**src/rtl/fxmul_pkg.sv**
```systemverilog
package fxmul_pkg;
    localparam int unsigned WORD_W = 16;
    localparam int unsigned PROD_W = 2 * WORD_W;
    localparam int unsigned EXT_W  = PROD_W + 1;

    typedef logic signed [WORD_W-1:0] word_t;
    typedef logic signed [EXT_W-1:0]  ext_t;

    typedef struct packed {
        logic  sat;
        word_t y;
    } res_t;

    localparam word_t WORD_MAX = {1'b0, {(WORD_W-1){1'b1}}};
    localparam word_t WORD_MIN = {1'b1, {(WORD_W-1){1'b0}}};

    // Half of one result LSB expressed at product scale; zero when there are no fraction bits.
    function automatic ext_t half_lsb(int unsigned q);
        if (q == 0)
            return '0;
        return ext_t'(1) << (q - 1);
    endfunction
endpackage

```
**src/rtl/fxmul_core.sv**
```systemverilog
module fxmul_core
    import fxmul_pkg::*;
#(
    parameter int unsigned FRAC_BITS = 15
) (
    input  word_t a,
    input  word_t b,
    output ext_t  scaled
);
    localparam ext_t HALF = half_lsb(FRAC_BITS);

    ext_t prod_x;
    ext_t rounded;
    ext_t resid;

    always_comb begin
        prod_x  = ext_t'(a) * ext_t'(b);
        rounded = prod_x + HALF;
        scaled  = rounded >>> FRAC_BITS;
    end

    // Residue between exact product and rescaled result must sit in [-half, +half)
    always_comb begin
        resid = prod_x - (scaled <<< FRAC_BITS);
        if (FRAC_BITS == 0) begin
            p_round_window_r8: assert (resid == '0)
                else $error("residue nonzero with no fraction bits");
        end else begin
            p_round_window_r2: assert (resid >= -HALF && resid < HALF)
                else $error("rounding residue outside half-LSB window");
        end
    end
endmodule

```
**src/rtl/fxmul_clamp.sv**
```systemverilog
module fxmul_clamp
    import fxmul_pkg::*;
(
    input  ext_t v,
    output res_t r
);
    localparam ext_t EXT_MAX = ext_t'(WORD_MAX);
    localparam ext_t EXT_MIN = ext_t'(WORD_MIN);

    always_comb begin
        if (v > EXT_MAX) begin
            r.y   = WORD_MAX;
            r.sat = 1'b1;
        end else if (v < EXT_MIN) begin
            r.y   = WORD_MIN;
            r.sat = 1'b1;
        end else begin
            r.y   = word_t'(v);
            r.sat = 1'b0;
        end
    end

    always_comb begin
        p_clamp_extreme_r4: assert (!r.sat || r.y == WORD_MAX || r.y == WORD_MIN)
            else $error("clamped value is not an extreme code");
        p_no_clamp_exact_r1: assert (r.sat || ext_t'(r.y) == v)
            else $error("unclamped value differs from shifted value");
    end
endmodule

```
**src/rtl/fxmul_stage.sv**
```systemverilog
module fxmul_stage
    import fxmul_pkg::*;
#(
    parameter bit PIPE_STAGE = 1'b1
) (
    input  logic clk,
    input  logic rst,
    input  logic in_valid,
    output logic in_ready,
    input  res_t res_i,
    output logic out_valid,
    input  logic out_ready,
    output res_t res_o
);
    generate
        if (PIPE_STAGE) begin : g_reg
            logic vld_q;
            res_t data_q;

            assign in_ready  = !vld_q || out_ready;
            assign out_valid = vld_q;
            assign res_o     = data_q;

            always_ff @(posedge clk) begin
                if (rst) begin
                    vld_q  <= 1'b0;
                    data_q <= '0;
                end else if (in_valid && in_ready) begin
                    vld_q  <= 1'b1;
                    data_q <= res_i;
                end else if (out_ready) begin
                    vld_q  <= 1'b0;
                end
            end

            p_hold_r6: assert property (@(posedge clk) disable iff (rst)
                out_valid && !out_ready |=> out_valid && $stable(res_o))
                else $error("stalled result changed");

            p_backpressure_r7: assert property (@(posedge clk) disable iff (rst)
                out_valid && !out_ready |-> !in_ready)
                else $error("ready high while stage full and stalled");

            p_reset_empty_r10: assert property (@(posedge clk)
                rst |=> !out_valid)
                else $error("output valid after reset");
        end else begin : g_comb
            assign in_ready  = out_ready;
            assign out_valid = in_valid;
            assign res_o     = res_i;

            always_comb begin
                p_pass_through_r9: assert (out_valid == in_valid && in_ready == out_ready)
                    else $error("handshake not passed through");
            end
        end
    endgenerate
endmodule

```
**src/rtl/fxmul_rs.sv**
```systemverilog
module fxmul_rs
    import fxmul_pkg::*;
#(
    parameter int unsigned FRAC_BITS  = 15,
    parameter bit          PIPE_STAGE = 1'b1
) (
    input  logic        clk,
    input  logic        rst,
    input  logic        in_valid,
    output logic        in_ready,
    input  logic [15:0] op_a,
    input  logic [15:0] op_b,
    output logic        out_valid,
    input  logic        out_ready,
    output logic [15:0] out_y,
    output logic        out_sat
);
    ext_t scaled;
    res_t res_c;
    res_t res_o;

    fxmul_core #(.FRAC_BITS(FRAC_BITS)) core_i (
        .a      (word_t'(op_a)),
        .b      (word_t'(op_b)),
        .scaled (scaled)
    );

    fxmul_clamp clamp_i (
        .v (scaled),
        .r (res_c)
    );

    fxmul_stage #(.PIPE_STAGE(PIPE_STAGE)) stage_i (
        .clk       (clk),
        .rst       (rst),
        .in_valid  (in_valid),
        .in_ready  (in_ready),
        .res_i     (res_c),
        .out_valid (out_valid),
        .out_ready (out_ready),
        .res_o     (res_o)
    );

    assign out_y   = res_o.y;
    assign out_sat = res_o.sat;

    p_sat_codes_r5: assert property (@(posedge clk) disable iff (rst)
        out_valid && out_sat |-> out_y == 16'h7FFF || out_y == 16'h8000)
        else $error("sat flagged on a non-extreme result");
endmodule

```
**config.mk**
```make
export PLATFORM = sky130hd
export DESIGN_NAME = fxmul_rs
export DESIGN_NICKNAME = d
export VERILOG_FILES = /design/src/rtl/fxmul_pkg.sv /design/src/rtl/fxmul_core.sv /design/src/rtl/fxmul_clamp.sv /design/src/rtl/fxmul_stage.sv /design/src/rtl/fxmul_rs.sv
export SDC_FILE = /design/constraint.sdc
export NUM_CORES = 1
export LEC_CHECK = 0
export CORE_AREA = 2 2 149 151
export CTS_CLUSTER_DIAMETER = 200
export DETAILED_ROUTE_END_ITERATION = 6
export DIE_AREA = 0 0 151 153
export PLACE_DENSITY = 0.76
export SLEW_MARGIN = 0
export SYNTH_ARGS = -nofsm -noshare
export SYNTH_HDL_FRONTEND = slang
export SYNTH_SLANG_ARGS = --single-unit
```
**constraint.sdc**
```tcl
create_clock -name clk -period 6.4 [get_ports clk]
set_clock_uncertainty 0.05 [all_clocks]
set_input_delay 0.64 -clock clk [delete_from_list [all_inputs] [get_ports clk]]
set_output_delay 0.64 -clock clk [all_outputs]
set_load 0.03 [all_outputs]
```
Yosys cells after proc, flatten, opt, wreduce, memory -nomap -nowiden. Cells that the tools add are included.

Register bits after elaboration: 18. Output and inout bits: 19. Bits of input ports: 36. Logic and storage cells: 15.

Reductions and logical operators: 4. Magnitude comparators: 2. $mul: 1. Add/sub/neg operators: 1. Muxes and demuxes: 4.

Operator list (count): two-way mux 17 bit (2); adder 32 x 16 -> 33 bit, second input constant (1); multiplier 16 x 16 -> 32 bit (1); > comparator 18 x 16 -> 1 bit, second input constant (1); < comparator 18 x 16 -> 1 bit, second input constant (1); two-way mux 1 bit (2); nonzero test 2 bit (1); logical AND 1 bit (1); zero test 1 bit (1); logical OR 1 bit (1).

Logic depth before layout (Yosys ltp). Gate-level depths: netlist of run 1.

Word-level depth: 5. Gate-level depth with buffers: 27.

Modules after synthesis. From an unflattened synthesis of run 1, not the netlist that was laid out.

Cells, all modules: 1185. Area, all modules: 10854.2 sq um.

Modules (own cells, without submodules): fxmul_core (area each 9778.1 sq um, cells an instance 1070, times used 1); fxmul_stage (area each 834.6 sq um, cells an instance 82, times used 1); fxmul_clamp (area each 241.5 sq um, cells an instance 33, times used 1).

Worst setup path after synthesis of run 1. Ideal clock, no wire load.

Path type: in2reg. From: input op_b[1]. To: register stage_i.g_reg.data_q, in the netlist stage_i.res_o[10]. Data arrival time: 6552 ps. Library setup time: 81 ps. Path slack: -283 ps. Cell stages on the path: 25. Buffers on the path: 3. Cell sequence: clkbuf_1 > nand2_1 > inv_1 > fa_1 > inv_1 > fa_1 > inv_1 > fa_1 > fa_1 > fa_1 > inv_1 > fa_1 > inv_1 > ha_1 > buf_2 > a21oi_1 > o21ai_1 > a311oi_1 > o311ai_1 > a31oi_1 > xnor2_1 > o21a_2 > nor2_8 > buf_8 > a211oi_2.

Longest elaborated chain between the ends: 5.

Ends and longest elaborated chain: start, declared (RTL line fxmul_rs.sv:12) `input logic [15:0] op_b,`; multiplier 16 x 16 -> 32 bit (*) (RTL line fxmul_core.sv:17) `prod_x = ext_t'(a) * ext_t'(b);`; adder 32 x 16 -> 33 bit (*) (RTL line fxmul_core.sv:18) `rounded = prod_x + HALF;`; < comparator 18 x 16 -> 1 bit (RTL line fxmul_clamp.sv:14) `end else if (v < EXT_MIN) begin`; two-way mux 17 bit (RTL line fxmul_clamp.sv:14); two-way mux 17 bit (*) (RTL line fxmul_clamp.sv:11) `if (v > EXT_MAX) begin`; end signal, assigned (RTL line fxmul_stage.sv:30) `data_q <= res_i;`; end, declared (RTL line fxmul_stage.sv:18) `res_t data_q;`.

Every way passes the cells marked *; elsewhere a longest branch is shown, timed or not. A chain may end at the register's enable or synchronous reset.

Worst setup path after layout of run 1.
From: input op_a[14]. To: register stage_i.g_reg.data_q, in the netlist stage_i.res_o[13].

Longest elaborated chain between the ends: 5.

Ends and longest elaborated chain: start, declared (RTL line fxmul_rs.sv:11) `input logic [15:0] op_a,`; multiplier 16 x 16 -> 32 bit (*) (RTL line fxmul_core.sv:17); adder 32 x 16 -> 33 bit (*) (RTL line fxmul_core.sv:18); < comparator 18 x 16 -> 1 bit (RTL line fxmul_clamp.sv:14); two-way mux 17 bit (RTL line fxmul_clamp.sv:14); two-way mux 17 bit (*) (RTL line fxmul_clamp.sv:11).

Marked as above.

==> results of run 1 <==
cell usage in the layout, fill, tap and decap left out, types with 3 or more instances in the layout:
master / n
sky130_fd_sc_hd__nor2_1: 42
sky130_fd_sc_hd__nand2_4: 6
sky130_fd_sc_hd__buf_4: 184
sky130_fd_sc_hd__o21ai_2: 3
sky130_fd_sc_hd__nand3_1: 9
sky130_fd_sc_hd__nand2_1: 139
sky130_fd_sc_hd__nand2_2: 9
sky130_fd_sc_hd__bufbuf_16: 3
sky130_fd_sc_hd__nor3_1: 6
sky130_fd_sc_hd__buf_12: 13
sky130_fd_sc_hd__ha_1: 58
sky130_fd_sc_hd__fa_1: 227
sky130_fd_sc_hd__or3_1: 3
sky130_fd_sc_hd__clkdlybuf4s15_1: 6
sky130_fd_sc_hd__fa_2: 40
sky130_fd_sc_hd__clkbuf_2: 7
sky130_fd_sc_hd__and2_1: 110
sky130_fd_sc_hd__o21ai_0: 9
sky130_fd_sc_hd__xor2_1: 9
sky130_fd_sc_hd__and2_4: 9
sky130_fd_sc_hd__a21oi_2: 7
sky130_fd_sc_hd__a21o_1: 7
sky130_fd_sc_hd__clkbuf_16: 3
sky130_fd_sc_hd__o21ai_1: 5
sky130_fd_sc_hd__a211oi_1: 4
sky130_fd_sc_hd__inv_2: 29
sky130_fd_sc_hd__ha_4: 20
sky130_fd_sc_hd__o211ai_1: 4
sky130_fd_sc_hd__dfxtp_1: 18
sky130_fd_sc_hd__clkdlybuf4s50_1: 26
sky130_fd_sc_hd__xnor2_1: 14
sky130_fd_sc_hd__inv_1: 265
sky130_fd_sc_hd__nor2_2: 3
sky130_fd_sc_hd__a21oi_1: 18
sky130_fd_sc_hd__buf_2: 11
sky130_fd_sc_hd__buf_6: 25
sky130_fd_sc_hd__a211oi_2: 15
per-layer routing:
layer / GRT usage [%] / share of wire (%) / vias up
met2: 48.87 / 54 / 352
li1: - / - / 3909
met4: 11.35 / 5.3 / 0
met3: 3.672 / 5.3 / 115
met5: 0 / 0 / -
met1: 30.15 / 35 / 4518
synthesized netlist by cell type, types with 2 or more instances:
library cell / instances
sky130_fd_sc_hd__and3_1: 2
sky130_fd_sc_hd__a211oi_1: 8
sky130_fd_sc_hd__fa_1: 267
sky130_fd_sc_hd__nor2_1: 46
sky130_fd_sc_hd__xnor2_1: 17
sky130_fd_sc_hd__nand3_1: 11
sky130_fd_sc_hd__o21ai_0: 14
sky130_fd_sc_hd__o21bai_1: 2
sky130_fd_sc_hd__nor3_1: 6
sky130_fd_sc_hd__nand2b_1: 4
sky130_fd_sc_hd__nand2_1: 154
sky130_fd_sc_hd__o21ai_1: 3
sky130_fd_sc_hd__clkbuf_1: 36
sky130_fd_sc_hd__a21o_1: 7
sky130_fd_sc_hd__a21oi_1: 26
sky130_fd_sc_hd__dfxtp_1: 18
sky130_fd_sc_hd__ha_1: 78
sky130_fd_sc_hd__buf_2: 2
sky130_fd_sc_hd__o211ai_1: 4
sky130_fd_sc_hd__and2_1: 119
sky130_fd_sc_hd__a211oi_2: 11
sky130_fd_sc_hd__or3_1: 3
sky130_fd_sc_hd__xor2_1: 9
sky130_fd_sc_hd__inv_1: 296
stage by stage:
step / instances / util (%)
floorplan: 1164 / -
global placement: 1616 / 58.48
detailed placement: 1616 / 58.48
CTS: 1677 / 63.19
global route: 1690 / 65.39
finish: 1690 / 65.39
logic make-up (layout without fill, tap and decap cells):
family          Yosys count  in the layout  share of synthesized area, %
simple gates            348            348                         15.89
flops                    18             18                         3.425
buf+inv                 337            582                         12.23
xor+xnor                 26             26                         2.165
compound gates           90             91                         6.208
fa+ha+maj               345            345                         60.09
what timing repair did:
item | CTS | global route
setup endpoints to repair | 17 | 17
pin swaps | 56 | 91
cloned | 7 | 1
gates resized for setup | 171 | 127
setup buffers | 52 | 14
how the worst max path moves through the flow:
stage	start	endpoint	slack [ns]
CTS	op_b[3]	stage_i.res_o[16]	-0.03
finish	op_a[14]	stage_i.res_o[13]	-0.12
global placement	op_b[8]	stage_i.res_o[14]	-0.60
global route	op_a[15]	stage_i.res_o[13]	-0.25
floorplan	op_b[1]	stage_i.res_o[10]	0.006
detailed placement	op_b[3]	stage_i.res_o[1]	-0.73
cell type report:
type                    count  share of cell area [%]
well taps                 280                   2.494
inverters                 296                   7.953
flip-flops and latches     18                   2.565
multi-input cells         810                   68.39
repair inverters            1                 0.05344
clock buffers               4                  0.6323
repair buffers            281                   17.91
critical path, delay by kind of cell:
family          cells  cell delay (ns)
simple gates        3             0.39
compound gates      5             1.16
fa+ha+maj           7             3.40
buf+inv             6             0.82
xor+xnor            1             0.13
sequential cells by signal, indices dropped and copies added (netlist names):
| signal | flops |
|---|---|
| stage_i.res_o | 17 |
| stage_i.out_valid | 1 |
==> summary.txt, run 1 <==
Setup path
  – Delay of the slowest cell on the worst path: 0.63 ns
  – Cell breakdown of the critical path: clkdlybuf4s15_1 -> clkbuf_4 -> and2_1 -> fa_2 -> fa_2 -> inv_2 -> fa_2 -> inv_2 -> fa_2 -> fa_1 -> fa_1 -> ha_4 -> and3_4 -> a311oi_4 -> o311ai_4 -> a31oi_4 -> xnor2_2 -> buf_4 -> a21o_4 -> buf_6 -> nand2_4 -> o32ai_4
  – Slowest-stage cell, CP: sky130_fd_sc_hd__fa_1
  – Capture instance of the worst register-to-register path: stage_i.res_o[13]
  – Cell repeated most along the worst path: sky130_fd_sc_hd__fa_2
  – Critical path capture point type: flop
  – Minimum setup slack among reg-to-reg paths: 4.69 ns
  – Largest fanout of any net on the critical path: 8
  – Crit Reg-Reg Startpoint: stage_i.out_valid
  – Worst-case reg-to-reg path depth: 6
  – Signal arrival time at the worst endpoint: 6.56 ns
  – Required @ worst endpoint: 6.45 ns
  – Crit path kind: in2reg
  – Startpoint Class: input port

Min path
  – Critical hold path startpoint: stage_i.res_o[0]
  – Worst-case hold path end point: stage_i.res_o[0]
  – Worst min-delay path category: reg2reg
  – Worst hold path depth: 2

Synthesis
  – Netlist cell types: 45
  – Dominant cell type by area after synthesis: sky130_fd_sc_hd__fa_1
  – Number of nets produced by synthesis: 1,545
  – Seq/Total Area, Yosys: 3.425%
  – Leading post-synthesis cells by cell area: sky130_fd_sc_hd__fa_1, sky130_fd_sc_hd__inv_1, sky130_fd_sc_hd__ha_1
  – Async SR Flop Fraction: 0%
  – EDFF count, synth: 0
  – Syn avg cell area: 9.038 um2
  – Synthesized instance count: 1,164
  – Dominant synthesized flop cell: sky130_fd_sc_hd__dfxtp_1
  – Flip-flop and latch count after synthesis: 18
  – Fraction of post-synthesis cell area in the top cell type by area: 50.81%
  – Number of warnings reported in the yosys synthesis log: 0
  – Cell Area, Synth: 10,520 um2

Floorplan
  – Ports: 55
  – Initial standard-cell utilization of the core: 48.96%
  – Height of the chip: 153 um
  – Chip Width: 151 um
  – Die area: 23,100 um2
  – CORE AREA: 21,490 um2
  – Number of standard-cell rows in the floorplan: 54

Clock tree
  – CTS root buf: sky130_fd_sc_hd__clkbuf_16
  – Clock sink count: 18
  – Maximum clock insertion buffer count: 2
  – TritonCTS clock tree: done
  – Inserted Clock Buffers: 3
  – Number of hold-repair buffers added at the cts stage: 0
  – H-Tree Level Count: 1
  – Clock-pin transition on the worst setup and hold timing paths: 0.05 ns
  – Insertion delay to the later sink of the worst-skew pair: 0.25 ns

Placed design
  – Number of buffer cells added on primary ports: 54
  – Post-place instance area: 12,570 um2
  – Detail Placement HPWL: 21.57 mm
  – Routability-driven placement congestion ratio: 0.9224
  – Pre-CTS worst setup slack: -0.7344 ns

Drt
  – Total number of vias: 8,894
  – Remaining antenna violation count after routing: 0
  – Via density: 5.263
  – Number of design rule violations left after detail routing: 0
  – WL final: 29.91 mm
  – DR WL/cell: 17.70 um
  – DRC violation total after the first TritonRoute iteration: 456
  – DRT Pass-1 Iters: 7

Timing
  – RSZ-0062 raised after global routing: yes
  – Highest achievable clock rate: 0.1535 GHz
  – Worst hold-check slack: 0.4712 ns
  – Number of hold-slack violations in the final timing report: 0
  – TNS Setup: -1.428 ns
  – Period minus WS final: 6.517 ns
  – Measured slew at the worst slew-check pin: 1.071 ns
  – Setup violators final: 16
  – Ratio of final minimum period to clock period: 101.8%
  – Max-slew violation count: 0
  – Relative slew slack: 28.36%
  – Post-route setup slack: -0.1167 ns

Cells and area
  – Area occupied by registers: 360.3 um2
  – Area Growth Syn to Fin: 33.54%
  – Post-route cell area: 14,050 um2
  – Ant diodes: 0
  – Fraction of final layout cells with drive strength greater than 1: 29.86%
  – Final-layout fill cell count: 1,555
  – Combined area of the multi-input logic cells: 9608 um2
  – Post-layout nets: 1,792

Status
  – Status: complete, but fails checks
  – Violations in the final reports: negative setup slack

GRT
  – Wire length of the first global-routing pass: 48.09 mm
  – Vias in the first global route: 10,136
  – Number of antenna violations at the first check in global routing: 0
  – Pin count of the biggest net entering global routing: 20
  – Sum of overflow across all layers after global routing: 0
  – Overall track demand over capacity in global routing: 26.45%

Run
  – MaxCap Viol Count: 0
Power of run 1 is not shown: default switching activity piles up to over one toggle a cycle in this logic, so the estimate is an artifact.
==> run 2: changes to the inputs <==
--- a/config.mk
+++ b/config.mk
@@ -6,10 +6,10 @@
 export NUM_CORES = 1
 export LEC_CHECK = 0
 export CORE_AREA = 2 2 149 151
-export CTS_CLUSTER_DIAMETER = 200
+export CTS_CLUSTER_DIAMETER = 50
 export DETAILED_ROUTE_END_ITERATION = 6
 export DIE_AREA = 0 0 151 153
-export PLACE_DENSITY = 0.76
+export PLACE_DENSITY = 0.78
 export SLEW_MARGIN = 0
 export SYNTH_ARGS = -nofsm -noshare
 export SYNTH_HDL_FRONTEND = slang
==> run 2 against run 1 <==
  * The flow still finishes with violations (negative setup slack)
  * Core utilization down 0.13 points
  * Worst hold slack worse by 0.025 ns
  * Setup slack better by 0.037 ns
  * Flip-flop and latch count unchanged
  * Register-to-register slack worse by 0.02 ns
  * Die area unchanged
  * Non-clock buffer count up 5
  * Design area down 0.21%
  * Via count about the same
==> summary.txt, run 2 (synthesis results as in run 1) <==
Timing
  – Highest achievable clock rate: 0.1543 GHz (+0.58%)
  – Measured slew at the worst slew-check pin: 1.092 ns (+0.02105 ns)
  – Number of hold-slack violations in the final timing report: 0 (unchanged)
  – Setup violators final: 16 (unchanged)
  – Post-route setup slack: -0.07942 ns (+0.03730 ns)
  – Max-slew violation count: 0 (unchanged)
  – Period minus WS final: 6.479 ns (-0.03730 ns)
  – RSZ-0062 raised after global routing: yes
  – TNS Setup: -0.9304 ns (+0.4974 ns)
  – Relative slew slack: 26.95% (-1.4 points)
  – Ratio of final minimum period to clock period: 101.2% (-0.58 points)

Run
  – MaxCap Viol Count: 0 (unchanged)

Setup path
  – Delay of the slowest cell on the worst path: 0.56 ns (-0.07 ns)
  – CP Buf/Inv Count: 9 (+3)
  – Startpoint Class: input port
  – Crit path kind: in2reg
  – Signal arrival time at the worst endpoint: 6.58 ns (+0.02 ns)
  – Cell type group with the largest total delay on the critical path: adder cells
  – Cell repeated most along the worst path: sky130_fd_sc_hd__fa_1
  – Required @ worst endpoint: 6.50 ns (+0.05 ns)
  – Largest fanout of any net on the critical path: 6 (-2)
  – Slowest-stage cell, CP: sky130_fd_sc_hd__fa_1
  – Critical path capture point type: flop

Floorplan
  – Number of standard-cell rows in the floorplan: 54 (unchanged)
  – Height of the chip: 153 um (unchanged)
  – Ports: 55 (unchanged)
  – Die area: 23,100 um2 (unchanged)
  – CORE AREA: 21,490 um2 (unchanged)
  – Initial standard-cell utilization of the core: 48.96% (unchanged)
  – Chip Width: 151 um (unchanged)

Cells and area
  – Fraction of final layout cells with drive strength greater than 1: 29.14% (-0.72 points)
  – Post-layout nets: 1,796 (+0.22%)
  – Final-layout fill cell count: 1,534 (-1.4%)
  – Most frequent standard cell in the layout excluding fill and tap cells: sky130_fd_sc_hd__inv_1
  – Area Growth Syn to Fin: 33.27%
  – Commonest cells after routing, fill and taps aside: sky130_fd_sc_hd__inv_1, sky130_fd_sc_hd__fa_1, sky130_fd_sc_hd__buf_4, sky130_fd_sc_hd__nand2_1, sky130_fd_sc_hd__and2_1
  – Post-route cell area: 14,020 um2 (-0.21%)
  – Ant diodes: 0 (unchanged)
  – Max FFs per register: 17 (unchanged)

Clock tree
  – Maximum clock insertion buffer count: 2 (unchanged)
  – Clock sink count: 18 (unchanged)
  – Clock-pin transition on the worst setup and hold timing paths: 0.05 ns (about the same)
  – Insertion delay to the later sink of the worst-skew pair: 0.25 ns (about the same)
  – Number of hold-repair buffers added at the cts stage: 0 (unchanged)
  – Inserted Clock Buffers: 3 (unchanged)
  – H-Tree Level Count: 1 (unchanged)
  – CTS root buf: sky130_fd_sc_hd__clkbuf_16
  – TritonCTS clock tree: done

Placed design
  – Number of buffer cells added on primary ports: 54 (unchanged)
  – Routability-driven placement congestion ratio: 0.8773 (-4.9%)
  – Post-place instance area: 12,520 um2 (-0.38%)
  – Detail Placement HPWL: 21.93 mm (+1.6%)

GRT
  – Sum of overflow across all layers after global routing: 0 (unchanged)
  – Wire length of the first global-routing pass: 47.12 mm (-2.0%)
  – Overall track demand over capacity in global routing: 25.86% (-0.59 points)
  – Number of antenna violations at the first check in global routing: 0 (unchanged)
  – Pin count of the biggest net entering global routing: 20 (unchanged)
  – Vias in the first global route: 10,061 (-0.74%)

Drt
  – Remaining antenna violation count after routing: 0 (unchanged)
  – DRC violation total after the first TritonRoute iteration: 478 (+4.8%)
  – Number of design rule violations left after detail routing: 0 (unchanged)
  – Total number of vias: 8,892 (-0.022%)
  – Via density: 5.249 (-0.26%)
  – DRT Pass-1 Iters: 5 (-2)
  – DR WL/cell: 17.80 um (+0.57%)
  – WL final: 30.16 mm (+0.81%)

Status
  – Violations in the final reports: negative setup slack
  – Status: complete, but fails checks

Min path
  – Worst min-delay path category: reg2reg
-- run 2: cell count changes in the layout (fill, tap and decap cells not counted), moves of 4 or more --
cell | before | now
sky130_fd_sc_hd__buf_4 | 184 | 180
sky130_fd_sc_hd__and2_4 | 9 | 13
sky130_fd_sc_hd__inv_2 | 29 | 21
sky130_fd_sc_hd__fa_2 | 40 | 29
sky130_fd_sc_hd__buf_6 | 25 | 32
sky130_fd_sc_hd__fa_1 | 227 | 238
sky130_fd_sc_hd__dlygate4sd2_1 | 1 | 5
sky130_fd_sc_hd__inv_1 | 265 | 272
sky130_fd_sc_hd__and2_1 | 110 | 106
-- run 2: final timing paths --
path	from	endpoint	slack [ns]	depth (start not counted)
min reg2reg	stage_i.res_o[15]	stage_i.res_o[15]	0.45	2
max reg2reg	stage_i.out_valid	stage_i.res_o[13]	4.67	6
max	op_a[15]	stage_i.res_o[13]	-0.08	26
min	stage_i.res_o[15]	stage_i.res_o[15]	0.45	2
-- run 2: per-layer routing --
| metal | vias to the layer above | global-route usage, % | wire length [um] |
|---|---|---|---|
| li1 | 3920 | - | - |
| met4 | 0 | 9.346 | 1440 |
| met1 | 4485 | 30.33 | 10860 |
| met5 | - | 0 | 0 |
| met2 | 376 | 47.86 | 16080 |
| met3 | 111 | 3.373 | 1774 |
-- run 2: worst register-to-register path: cells and delay by family (launching register included) --
family | cells | cell delay [ns]
simple gates | 5 | 1.16
flops | 1 | 0.31
compound gates | 1 | 0.12
-- run 2: area by class of cell --
class	count	area (um2)	area share, %
repair buffers	286	2576	18.38
multi-input cells	810	9524	67.93
flip-flops and latches	18	360.3	2.570
well taps	280	350.3	2.499
clock buffers	4	88.84	0.6336
inverters	296	1120	7.987
-- run 2: repair_timing --
action,4_1_cts,5_1_grt
gates cloned,4,1
endpoints found under the setup margin,17,17
gates resized for setup,186,111
buffers inserted,63,15
pin swaps,71,95
-- run 2: through the flow --
stage / hold slack, ns / worst slack, ns / util (%) / cells
final: 0.4459 / -0.07942 / 65.25 / 1694
after detailed placement: 0.4387 / -0.7666 / 58.26 / 1608
after global placement: 0.4229 / -0.5542 / 58.26 / 1608
after CTS: 0.4501 / -0.05083 / 63.11 / 1679
after floorplan: 0.5695 / 0.006128 / - / 1164
after global routing: 0.4987 / -0.2355 / 65.25 / 1694
Power of run 2 is left out for the same reason.
